File: src/rtl/i2c_cmd_slave.sv
module i2c_cmd_slave #(
  parameter logic [4:0] ADDR_HI = 5'b00111
) (
  input  logic       clk,
  input  logic       rst_n,
  input  logic       scl_i,
  input  logic       sda_i,
  output logic       sda_oe,
  input  logic [1:0] addr_lsb,
  input  logic [1:0] status_sel,
  output logic [7:0] rx_data,
  output logic       rx_valid
);

  typedef enum logic [2:0] {
    S_IDLE, S_ADDR, S_AACK, S_WR, S_WACK, S_RD, S_RACK, S_SKIP
  } st_t;

  st_t        state;
  logic [1:0] scl_sy, sda_sy;
  logic       scl_q, sda_q;
  logic [7:0] shreg, rd_byte;
  logic [2:0] cnt;
  logic       rw;

  always_ff @(posedge clk or negedge rst_n) begin
    if (!rst_n) begin
      scl_sy <= 2'b11;
      sda_sy <= 2'b11;
      scl_q  <= 1'b1;
      sda_q  <= 1'b1;
    end else begin
      scl_sy <= {scl_sy[0], scl_i};
      sda_sy <= {sda_sy[0], sda_i};
      scl_q  <= scl_sy[1];
      sda_q  <= sda_sy[1];
    end
  end

  wire scl_s     = scl_sy[1];
  wire sda_s     = sda_sy[1];
  wire start_det = scl_s & scl_q & sda_q & ~sda_s;
  wire stop_det  = scl_s & scl_q & ~sda_q & sda_s;
  wire scl_rise  = scl_s & ~scl_q;
  wire scl_fall  = ~scl_s & scl_q;

  wire [7:0] status_byte = {6'b100000, status_sel};
  wire [7:0] sh_next     = {shreg[6:0], sda_s};
  wire       addr_hit    = (sh_next[7:1] == {ADDR_HI, addr_lsb});

  always_ff @(posedge clk or negedge rst_n) begin
    if (!rst_n) begin
      state    <= S_IDLE;
      sda_oe   <= 1'b0;
      shreg    <= '0;
      rd_byte  <= '0;
      cnt      <= '0;
      rw       <= 1'b0;
      rx_data  <= '0;
      rx_valid <= 1'b0;
    end else begin
      rx_valid <= 1'b0;
      if (start_det) begin
        state  <= S_ADDR;
        cnt    <= '0;
        sda_oe <= 1'b0;
      end else if (stop_det) begin
        state  <= S_IDLE;
        sda_oe <= 1'b0;
      end else if (scl_rise) begin
        case (state)
          S_ADDR: begin
            shreg <= sh_next;
            cnt   <= cnt + 3'd1;
            if (cnt == 3'd7) begin
              if (addr_hit) begin
                state <= S_AACK;
                rw    <= sh_next[0];
              end else begin
                state <= S_SKIP;
              end
            end
          end
          S_WR: begin
            shreg <= sh_next;
            cnt   <= cnt + 3'd1;
            if (cnt == 3'd7) begin
              rx_data  <= sh_next;
              rx_valid <= 1'b1;
              state    <= S_WACK;
            end
          end
          S_RD: begin
            if (cnt == 3'd7) state <= S_RACK;
            else             cnt   <= cnt + 3'd1;
          end
          S_RACK: begin
            if (sda_s) begin
              state <= S_SKIP;
            end else begin
              rd_byte <= status_byte;
              cnt     <= '0;
              state   <= S_RD;
            end
          end
          default: ;
        endcase
      end else if (scl_fall) begin
        case (state)
          S_AACK: begin
            if (!sda_oe) begin
              sda_oe <= 1'b1;
            end else if (rw) begin
              state   <= S_RD;
              cnt     <= '0;
              rd_byte <= status_byte;
              sda_oe  <= ~status_byte[7];
            end else begin
              state  <= S_WR;
              cnt    <= '0;
              sda_oe <= 1'b0;
            end
          end
          S_WACK: begin
            if (!sda_oe) begin
              sda_oe <= 1'b1;
            end else begin
              state  <= S_WR;
              cnt    <= '0;
              sda_oe <= 1'b0;
            end
          end
          S_RD:    sda_oe <= ~rd_byte[3'd7 - cnt];
          S_RACK:  sda_oe <= 1'b0;
          default: sda_oe <= 1'b0;
        endcase
      end
    end
  end

  assert_skip_quiet_R2: assert property (@(posedge clk) disable iff (!rst_n)
    (state == S_SKIP) |-> (!sda_oe && !rx_valid));

  assert_rx_single_R3: assert property (@(posedge clk) disable iff (!rst_n)
    rx_valid |=> !rx_valid);

  assert_read_no_rx_R4: assert property (@(posedge clk) disable iff (!rst_n)
    (state == S_RD || state == S_RACK) |-> !rx_valid);

  assert_rack_release_R5: assert property (@(posedge clk) disable iff (!rst_n)
    (state == S_RACK && scl_fall && !start_det && !stop_det) |=> !sda_oe);

  assert_stop_idle_R6: assert property (@(posedge clk) disable iff (!rst_n)
    stop_det |=> (!sda_oe && state == S_IDLE));

  assert_sda_hold_R7: assert property (@(posedge clk) disable iff (!rst_n)
    (scl_s && scl_q && !start_det && !stop_det) |=> $stable(sda_oe));

endmodule

File: config.mk
export PLATFORM = sky130hd
export DESIGN_NAME = i2c_cmd_slave
export DESIGN_NICKNAME = d
export VERILOG_FILES = /design/src/rtl/i2c_cmd_slave.sv
export SDC_FILE = /design/constraint.sdc
export NUM_CORES = 1
export LEC_CHECK = 0
export ABC_AREA = 1
export BUFFER_PORTS_ARGS = -buffer_cell sky130_fd_sc_hd__buf_4
export CORE_MARGIN = 2
export CORE_UTILIZATION = 23
export DETAILED_ROUTE_END_ITERATION = 6
export GPL_TIMING_DRIVEN = 0
export PLACE_DENSITY_LB_ADDON = 0.3
export SLEW_MARGIN = 20
export SYNTH_ARGS = -nofsm -noshare
export SYNTH_HDL_FRONTEND = slang
export SYNTH_SLANG_ARGS = --single-unit
File: constraint.sdc
create_clock -name clk -period 2.3 [get_ports clk]
set_input_delay 0.46 -clock clk [delete_from_list [all_inputs] [get_ports clk]]
set_output_delay 0.46 -clock clk [all_outputs]
set_load 0.02 [all_outputs]
==> impl_results.md <==
* Final hold viol count at 0
* Nets@finish at 273
* Setup Skew at 3.21 ps
* Most frequent cells after synthesis: 68 x nand2_1, 31 x inv_1, 27 x dfrtp_1, 21 x nor2_1, 17 x nand3_1
* First-pass GRT wire length at 7050 um
* Syn nets at 249
* Post-synth EDFFs at 0
* Placed Area at 0.00211 mm^2
* CTS hold repair buffers at 0
* DRT Pass-1 Iters at 5
* Clock sinks at 33
* Final core utilization at 0.284
* Grt total ovfl at 0
* CTS root buf: clkbuf_8
* Crit path time final at 1780 ps
* Mean post-synth cell area at 7.86 um^2
* Period utilisation layout at 0.776
* Final WL at 3960 um
* Initial Util at 0.239
* Placer Congestion at 0.898
* Critical Path AT at 1960 ps
* Worst Hold Class: in -> async
* Core Area at 0.00777 mm^2
* # setup viols final at 0
* Yosys cell types at 24
* Setup_tns at 0 ps
* Clock transition at the registers of the reported paths at 70 ps
* Final Non-Filler Cells at 363
* Postcts setup bufs at 0
* Async S/R FF share, synth at 1.00
* Gate Count Post-Synth at 236
* Share of cells above drive strength 1 at 0.226
* Max Clock Freq at 0.561 GHz
* CP Max Fanout at 10
* Yosys warnings at 0
* Most Frequent Cell on Critical Path: nand2_1
* Port Buffers at 17
* Post_cts resized at 0
* Area of the mapped netlist at 0.00185 mm^2
* Vias per std cell at 4.21
* Cts bufs inserted at 5
* Synth Flop Type: dfrtp_1
* DR vias at 1530
* Worst Tran Pin Value at 421 ps
* VDD IR max at 309 uV
* Sequential share of the synthesized area at 0.449
* DP Wirelength at 3000 um
* Yosys top cell area share at 0.364
* DR iter-0 viols at 67
* Die width at 93.8 um
* Number of synthesized register bits at 33
* Worst path cell trace: ha_1 > nand2_1 > nor2_1 > nor2_2 > nand2_2 > nor2_4 > buf_6 > nand2_1 > o21ai_1
* Largest area contributor in the netlist: dfrtp_1
* Antenna Cells at 0
* Die H at 93.8 um
* Synth top area cells: dfrtp_1 36%, nand2_1 14%, dfstp_2 8.5%
* Post-DRT Antenna Nets at 0
* Row cnt at 32
* Worst slew margin at 0.719
* Area of the die at 0.00880 mm^2
* Drt wl/cell at 10.9 um
* Vias in the first global route at 1472
* Inst Count DP at 355
* Largest net degree at the start of global routing at 34
* Status: finished, final reports clean
* Most common cell in the synthesized netlist: nand2_1
* Worst EP required at 2480 ps
* Final slew viol count at 0
* Fillers at 885
* Critical path type: reg -> reg
* IO Pins at 18
* Multi-input logic area at 845 um^2
* H-tree Lvls at 2
* Total power draw at 0.00197 W
* Unrepaired setup endpoints after global routing: no
* Total of max-cap violations at 0
* Count of unresolved DRC violations after routing at 0
* Design Area, Final at 0.00221 mm^2
* Clock Latency Late Sink at 290 ps
* Area Growth Syn to Fin at 19.0%
* CP peak stage delay at 560 ps
* Critical Path Start Type: flop
* FF/Latch Area at 833 um^2
* CTS tree: done
* Pwr dens at 894 mW/mm^2
* Slowest cell on crit path: dfstp_2
* Pleak at 1.13 nW
* Crit. End Element: flop
* Clk buf depth at 2
* Initial antenna violation count at 0
* GR Util All Layers at 0.101
[layer usage]
layer / global-route usage / wire length, um / vias up
li1: - / - / 796
met2: 0.152 / 1690 / 22
met5: 0 / 0 / -
met1: 0.143 / 2090 / 705
met4: 0.0362 / 83 / 0
met3: 0.0201 / 96 / 7
[state kept, by name (all words and copies together) (netlist names), 2 cells and up]
name	cells
rx_data	8
shreg	7
rd_byte	3
scl_sy	2
state	3
sda_sy	2
cnt	3
[cells by family (layout without fill, tap and decap cells)]
family / count (synthesis) / count (layout) / synth area share
buf+inv: 40 / 65 / 0.0951
compound gates: 30 / 30 / 0.0992
flops: 33 / 33 / 0.449
simple gates: 128 / 128 / 0.323
fa+ha+maj: 5 / 5 / 0.0337
[layout by cell type (no fill, tap or decap), drive strengths merged]
master / count
ha: 5
dfrtp: 27
dfstp: 6
inv: 36
nand2: 71
o21bai: 3
nand3: 20
a21oi: 6
nand3b: 1
nor3: 5
o21ai: 21
clkbuf: 6
clkinv: 2
nor2: 26
nand4: 5
buf: 21
[critical path: cells and delay by family, from the launching register on]
family	cells	cell delay, ps
adders and majority gates	1	240
DFF	1	560
and+or+nand+nor	6	680
buffers and inverters	1	140
AOI/OAI and AO/OA	1	50
[final cells by class]
| class | count | share of cell area |
|---|---|---|
| multi-input combinational | 163 | 0.383 |
| sequential | 33 | 0.378 |
| inverter | 36 | 0.0613 |
| timing repair buffer | 17 | 0.0579 |
| tap | 102 | 0.0579 |
| clock buffer | 6 | 0.0374 |
| buffer | 4 | 0.0187 |
| clock inverter | 2 | 0.00624 |
[report_power, final]
| group | internal, W | switching [W] | total [W] |
|---|---|---|---|
| combinational | 0.000237 | 0.000431 | 0.000668 |
| sequential | 0.000709 | 0.000121 | 0.000831 |
| clock | 0.000243 | 0.000231 | 0.000474 |
| total | 0.00119 | 0.000784 | 0.00197 |
[per-stage QoR]
| step | setup slack, ps | hold WS, ps |
|---|---|---|
| global placement | 537 | 346 |
| floorplan | 740 | 164 |
| CTS | 497 | 127 |
| detailed placement | 509 | 347 |
| finish | 516 | 101 |
| global route | 350 | 139 |
[worst paths after layout]
check / startpoint / endpoint / slack (ps) / cells after the start
min in group clk: sda_i / sda_sy[0]$_DFF_PN1_ / 270 / 1
worst max register to register: scl_sy[1]$_DFF_PN1_ / shreg[5]$_DFFE_PN0P_ / 520 / 9
worst max-delay path: scl_sy[1]$_DFF_PN1_ / shreg[5]$_DFFE_PN0P_ / 520 / 9
max in group asynchronous: rst_n / scl_sy[0]$_DFF_PN1_ / 1860 / 1
worst min register to register: sda_sy[0]$_DFF_PN1_ / sda_sy[1]$_DFF_PN1_ / 360 / 0
worst min-delay path: rst_n / rx_data[5]$_DFFE_PN0P_ / 100 / 1
Power figures use the tool's default switching activity.
